<file path="src/rtl/oppSeqPkg.sv">
package oppSeqPkg;

  typedef enum logic [2:0] {
    ST_NORMAL,
    ST_FREQ_DOWN,
    ST_VOLT_DOWN,
    ST_LOW,
    ST_VOLT_UP,
    ST_FREQ_UP
  } seqState_t;

  // strobes from control to datapath
  typedef struct packed {
    logic stepUp;
    logic stepDown;
    logic startTimer;
  } seqStrobe_t;

  // status from datapath to control
  typedef struct packed {
    logic atLow;
    logic atNorm;
    logic settled;
    logic minDone;
  } seqStatus_t;

endpackage

</file>
<file path="src/rtl/oppSeqCtrl.sv">
module oppSeqCtrl
  import oppSeqPkg::*;
(
  input  logic       clk,
  input  logic       rstN,
  input  logic       tccActive,
  input  logic       enable,
  input  logic       cooled,
  input  logic       lockDone,
  input  seqStatus_t stat,
  output seqStrobe_t stb,
  output logic       ratioLow,
  output logic       busBlock
);

  seqState_t state, nxt;
  logic      tccReq;

  assign tccReq = enable && tccActive;

  always_ff @(posedge clk) begin
    if (!rstN) state <= ST_NORMAL;
    else       state <= nxt;
  end

  always_comb begin
    nxt = state;
    stb = '0;
    case (state)
      ST_NORMAL:    if (tccReq) nxt = ST_FREQ_DOWN;
      ST_FREQ_DOWN: if (lockDone) begin
                      nxt = ST_VOLT_DOWN;
                      stb.startTimer = 1'b1;
                    end
      ST_VOLT_DOWN: if (stat.settled) begin
                      if (stat.atLow) nxt = ST_LOW;
                      else            stb.stepDown = 1'b1;
                    end
      ST_LOW:       if (cooled && stat.minDone) nxt = ST_VOLT_UP;
      ST_VOLT_UP:   if (tccReq) nxt = ST_VOLT_DOWN;
                    else if (stat.settled) begin
                      if (stat.atNorm) nxt = ST_FREQ_UP;
                      else             stb.stepUp = 1'b1;
                    end
      ST_FREQ_UP:   if (lockDone) nxt = ST_NORMAL;
      default:      nxt = ST_NORMAL;
    endcase
  end

  assign ratioLow = (state == ST_FREQ_DOWN) || (state == ST_VOLT_DOWN) ||
                    (state == ST_LOW) || (state == ST_VOLT_UP);
  assign busBlock = (state == ST_FREQ_DOWN) || (state == ST_FREQ_UP);


  block_at_norm_chk: assert property (@(posedge clk) disable iff (!rstN)
    busBlock |-> stat.atNorm);


  ratio_restore_chk: assert property (@(posedge clk) disable iff (!rstN)
    $fell(ratioLow) |-> stat.atNorm);


  enable_gate_chk: assert property (@(posedge clk) disable iff (!rstN)
    (state == ST_NORMAL && !enable) |=> !busBlock && !ratioLow);

endmodule

</file>
<file path="src/rtl/oppSeqData.sv">
module oppSeqData
  import oppSeqPkg::*;
#(
  parameter int VID_W    = 6,
  parameter int VID_NORM = 40,
  parameter int VID_LOW  = 32,
  parameter int SETTLE   = 4,
  parameter int MIN_ACT  = 48
) (
  input  logic             clk,
  input  logic             rstN,
  input  seqStrobe_t       stb,
  input  logic             busBlock,
  input  logic             edgeIrq,
  output seqStatus_t       stat,
  output logic [VID_W-1:0] vidCode,
  output logic             irqHeld,
  output logic             irqOut
);

  localparam int SET_W = (SETTLE > 1) ? $clog2(SETTLE + 1) : 1;
  localparam int TMR_W = $clog2(MIN_ACT + 1);
  localparam logic [VID_W-1:0] NORM_CODE = VID_W'(VID_NORM);
  localparam logic [VID_W-1:0] LOW_CODE  = VID_W'(VID_LOW);
  localparam logic [SET_W-1:0] SET_LOAD  = SET_W'(SETTLE - 1);
  localparam logic [TMR_W-1:0] TMR_END   = TMR_W'(MIN_ACT);

  logic [VID_W-1:0] vidQ;
  logic [SET_W-1:0] settleQ;
  logic [TMR_W-1:0] timerQ;
  logic             heldQ, outQ;
  logic             anyStep;

  assign anyStep = stb.stepUp || stb.stepDown;

  always_ff @(posedge clk) begin
    if (!rstN) begin
      vidQ    <= NORM_CODE;
      settleQ <= '0;
    end else begin
      if (stb.stepUp)        vidQ <= vidQ + VID_W'(1);
      else if (stb.stepDown) vidQ <= vidQ - VID_W'(1);
      if (anyStep)           settleQ <= SET_LOAD;
      else if (settleQ != '0) settleQ <= settleQ - SET_W'(1);
    end
  end

  always_ff @(posedge clk) begin
    if (!rstN)                  timerQ <= '0;
    else if (stb.startTimer)    timerQ <= '0;
    else if (timerQ != TMR_END) timerQ <= timerQ + TMR_W'(1);
  end

  always_ff @(posedge clk) begin
    if (!rstN) begin
      heldQ <= 1'b0;
      outQ  <= 1'b0;
    end else if (busBlock) begin
      heldQ <= heldQ || edgeIrq;
      outQ  <= 1'b0;
    end else begin
      heldQ <= 1'b0;
      outQ  <= heldQ || edgeIrq;
    end
  end

  assign stat.atLow   = (vidQ == LOW_CODE);
  assign stat.atNorm  = (vidQ == NORM_CODE);
  assign stat.settled = (settleQ == '0);
  assign stat.minDone = (timerQ == TMR_END);
  assign vidCode      = vidQ;
  assign irqHeld      = heldQ;
  assign irqOut       = outQ;


  single_entry_chk: assert property (@(posedge clk) disable iff (!rstN)
    (vidQ != $past(vidQ)) |-> (vidQ == $past(vidQ) + VID_W'(1)) ||
                              (vidQ == $past(vidQ) - VID_W'(1)));


  settle_hold_chk: assert property (@(posedge clk) disable iff (!rstN)
    anyStep |-> (settleQ == '0));


  min_time_chk: assert property (@(posedge clk) disable iff (!rstN)
    stb.stepUp |-> stat.minDone);


  irq_hold_chk: assert property (@(posedge clk) disable iff (!rstN)
    (busBlock && $past(busBlock)) |-> !irqOut);


  vid_range_chk: assert property (@(posedge clk) disable iff (!rstN)
    (vidQ <= NORM_CODE) && (vidQ >= LOW_CODE));

endmodule

</file>
<file path="src/rtl/oppSequencer.sv">
module oppSequencer
  import oppSeqPkg::*;
#(
  parameter int VID_W    = 6,
  parameter int VID_NORM = 40,
  parameter int VID_LOW  = 32,
  parameter int SETTLE   = 4,
  parameter int MIN_ACT  = 48
) (
  input  logic             clk,
  input  logic             rstN,
  input  logic             tccActive,
  input  logic             enable,
  input  logic             cooled,
  input  logic             lockDone,
  input  logic             edgeIrq,
  output logic             ratioLow,
  output logic [VID_W-1:0] vidCode,
  output logic             busBlock,
  output logic             irqHeld,
  output logic             irqOut
);

  seqStrobe_t stb;
  seqStatus_t stat;

  oppSeqCtrl uCtrl (
    .clk       (clk),
    .rstN      (rstN),
    .tccActive (tccActive),
    .enable    (enable),
    .cooled    (cooled),
    .lockDone  (lockDone),
    .stat      (stat),
    .stb       (stb),
    .ratioLow  (ratioLow),
    .busBlock  (busBlock)
  );

  oppSeqData #(
    .VID_W    (VID_W),
    .VID_NORM (VID_NORM),
    .VID_LOW  (VID_LOW),
    .SETTLE   (SETTLE),
    .MIN_ACT  (MIN_ACT)
  ) uData (
    .clk      (clk),
    .rstN     (rstN),
    .stb      (stb),
    .busBlock (busBlock),
    .edgeIrq  (edgeIrq),
    .stat     (stat),
    .vidCode  (vidCode),
    .irqHeld  (irqHeld),
    .irqOut   (irqOut)
  );

endmodule

</file>
<file path="config.mk">
export PLATFORM = sky130hd
export DESIGN_NAME = oppSequencer
export DESIGN_NICKNAME = d
export VERILOG_FILES = /design/src/rtl/oppSeqPkg.sv /design/src/rtl/oppSeqCtrl.sv /design/src/rtl/oppSeqData.sv /design/src/rtl/oppSequencer.sv
export SDC_FILE = /design/constraint.sdc
export NUM_CORES = 1
export LEC_CHECK = 0
export ABC_AREA = 1
export BUFFER_PORTS_ARGS = -buffer_cell sky130_fd_sc_hd__buf_2
export CORE_MARGIN = 2
export CORE_UTILIZATION = 56
export DETAILED_ROUTE_END_ITERATION = 7
export HOLD_SLACK_MARGIN = 0.02
export PLACE_DENSITY_LB_ADDON = 0.08
export SLEW_MARGIN = 10
export SYNTH_ARGS = -nofsm -noshare
export SYNTH_HDL_FRONTEND = slang
export SYNTH_HIERARCHICAL = 1
export SYNTH_SLANG_ARGS = --single-unit
</file>
<file path="constraint.sdc">
create_clock -name clk -period 2.7 [get_ports clk]
set_input_delay 0.54 -clock clk [delete_from_list [all_inputs] [get_ports clk]]
set_output_delay 0.54 -clock clk [all_outputs]
set_load 0.02 [all_outputs]
</file>
==> run_results.csv <==
group,metric,value,unit
worst_setup_path,rr_startpoint,"uData/vidCode[0]$_SDFFE_PN0P_",
sta,rsz0062_at_grt,"no",
outcome,status,"finished clean",
cts,cts_buffer_depth,2,
worst_setup_path,path_max_fanout,7,
power_and_ir_drop,vdd_drop_max,594.5,uV
global_routing,track_usage,21.59,%
drt,routed_wirelength,2472,um
sta,worst_pin_slew,0.3816,ns
cts,clk_pin_slew_worst_paths,0.12,ns
die,fp.dieH,51.03,um
synthesis,synth.cell_area,1239,um2
sta,setup_viol,0,
drt,num_vias,1189,
global_routing,grt_max_degree,13,
synthesis,ys_ff_latch,20,
cts,cts_sinks,20,
sta,fin_skew,0.002560,ns
synthesis,synth.distinct_cells,30,
synthesis,syn-num-nets,193,
drt,via_per_inst,5.308,
place,dp_hpwl,1967,um
layout,antenna_cells,0,
synthesis,avgSynthCellArea,6.998,um2
synthesis,yosysSeqAreaShare,32.32,%
die,dieArea,2604,um2
sta,max_freq,0.4200,GHz
global_routing,antenna_found_initial,0,
global_routing,first_global_vias,1067,
cts,postCtsSetupRepairBufs,0,
worst_setup_path,path_class,"reg2reg",
synthesis,yosys_warnings,6,
global_routing,grt_pass1_wl,4333,um
drt,drt-initial-drc-count,28,
worst_hold_path,hold_path_startpoint,"edgeIrq",
layout,final_common_cell,"nand2_1",
sta,period_needed,2.381,ns
flow_run,drv_cap,0,
layout,design_area,1395,um2
layout,fillers,193,
die,initial_core_util,57.66,%
cts,htree_levels,1,
drt,ant_nets,0,
worst_setup_path,worstPathArrival,2.60,ns
drt,drc,0,
drt,first_pass_iters,4,
sta,relSlewSlack,74.53,%
sta,tns,0,ns
drt,avgRoutedWirePerCell,11.04,um
die,die_x,51.03,um
die,num_rows,17,
cts,numCtsBuffers,3,
die,core,2148,um2
worst_hold_path,worst_hold_path_type,"in2reg",
worst_setup_path,setup.worst_path.end_class,"register",
layout,final_cell_mix,"34 x nand2_1, 26 x nor2_1, 20 x dfxtp_1, 19 x inv_1, 16 x buf_2",
cts,clkLatencyLatePin,0.30,ns
layout,drive_gt1_share,16.84,%
cts,cts-root-buf,"clkbuf_4",
die,ios,17,
worst_setup_path,startpoint,"uData/vidCode[0]$_SDFFE_PN0P_",
sta,report.final.slew_viol_count,0,
power_and_ir_drop,p_per_area,998.8,nW/um2
cts,ctsHoldBuffers,0,
global_routing,gr-total-overflow,0,
sta,hold_violations,0,
worst_setup_path,start_kind,"register",
synthesis,syn_inst,177,
place,place.gp.congestion,0.9029,
worst_setup_path,critical_path_required,2.91,ns
layout,nNetsFinal,213,
place,io_buffers,16,
power_and_ir_drop,p_leak,0.7062,nW
place,place_area,1343,um2
layout,area_growth,12.63,%
cts,cts_tree,"done",
sta,fin_crit_sh,88.17,%
==> Yosys cell counts <==
master    count  share of area, %
a211oi_1      2               1.2
a21oi_1      13               5.3
a31oi_1       1              0.51
buf_6         1              0.91
dfxtp_1      20                32
fa_1          1               1.6
ha_1          8               8.1
inv_1        20               6.1
inv_2         2              0.61
nand2_1      34                10
nand2_2       1              0.51
nand3_1      14               5.7
nand3_2       1              0.81
nand3b_1      1              0.61
nand3b_4      1               1.6
nand4_1       1              0.51
nor2_1       26               7.9
nor2_2        4               2.0
nor2_4        1              0.91
nor3_1        4               1.6
nor3_2        1              0.81
nor3b_1       1              0.61
nor4_1        1              0.51
o21ai_0       9               3.6
o21ai_1       1              0.40
or2_0         1              0.51
or2_2         1              0.51
or3_1         1              0.51
xnor2_1       3               2.1
xor2_1        2               1.4
==> sequential cells by signal, summed over array words and instances, names as in the netlist <==
register / flops
uCtrl/state: 3
uData/timerQ: 6
uData/vidCode: 6
uData/irqHeld: 1
uData/irqOut: 1
uData/settleQ: 3
==> final cells by class <==
cell class / count / area [um2] / share of cell area (%)
Multi-Input combinational cell: 134 / 744.5 / 53.36
Sequential cell: 20 / 400.4 / 28.70
Inverter: 22 / 82.58 / 5.919
Timing Repair Buffer: 16 / 80.08 / 5.740
Tap cell: 28 / 35.03 / 2.511
Clock inverter: 1 / 30.03 / 2.152
Clock buffer: 3 / 22.52 / 1.614
==> per-stage QoR <==
stage | instances | hold WS (ns) | total power, mW | setup slack, ns | util (%)
floorplan | 177 | 0.4524 | 0.9938 | 0.4648 | -
global placement | 220 | 0.4676 | 1.124 | 0.3649 | 62.49
detailed placement | 220 | 0.4833 | 1.152 | 0.2775 | 62.49
CTS | 224 | 0.4639 | 1.402 | 0.2489 | 64.94
global route | 224 | 0.5056 | 1.521 | 0.07173 | 64.94
finish | 224 | 0.4685 | 1.393 | 0.3193 | 64.94
==> per-layer routing <==
metal / wire length, um / vias up / track usage, %
li1: - / 612 / -
met1: 1120 / 541 / 27.02
met2: 1196 / 32 / 36.36
met3: 124 / 4 / 2.924
met4: 31 / 0 / 10.36
met5: 0 / - / 0
==> report_power, final <==
part	switching, mW	internal, mW
Clock	0.0944	0.150
Combinational	0.436	0.266
Sequential	0.0815	0.366
==> repair_timing <==
item / 4_1_cts / 5_1_grt
endpoints found under the setup margin: 0 / 1
endpoints found under the hold margin: 0 / 0
resized for setup: 0 / 1
==> final timing paths <==
check | end | slack [ns] | cells past startpoint
setup / recovery | uData/vidCode[4]$_SDFFE_PN0P_ | 0.32 | 13
hold / removal | uData/irqHeld$_SDFF_PN0_ | 0.47 | 3
setup reg to reg | uData/vidCode[4]$_SDFFE_PN0P_ | 0.32 | 13
hold reg to reg | uData/timerQ[5]$_SDFFE_PP0N_ | 0.50 | 2
==> cells by family (layout without fill, tap and decap cells) <==
kind of cell | count (synthesis) | in the layout | share of synthesized area [%]
buf+inv | 23 | 42 | 7.576
flops | 20 | 20 | 32.32
simple gates | 94 | 94 | 35.86
fa+ha+maj | 9 | 9 | 9.697
xor+xnor | 5 | 5 | 3.536
compound gates | 26 | 26 | 11.01
==> critical path, cell delays in order (launching register included) <==
cell	delay [ns]
dfxtp_1	0.39
or3_1	0.42
nor3b_1	0.23
nor2_1	0.08
nand3_1	0.11
nor2_1	0.10
inv_2	0.13
ha_1	0.29
a21oi_1	0.22
a21oi_1	0.09
nor2_1	0.10
nand2_1	0.06
nand2_1	0.05
inv_1	0.03
Note: power is estimated with default switching activity, not from simulation.
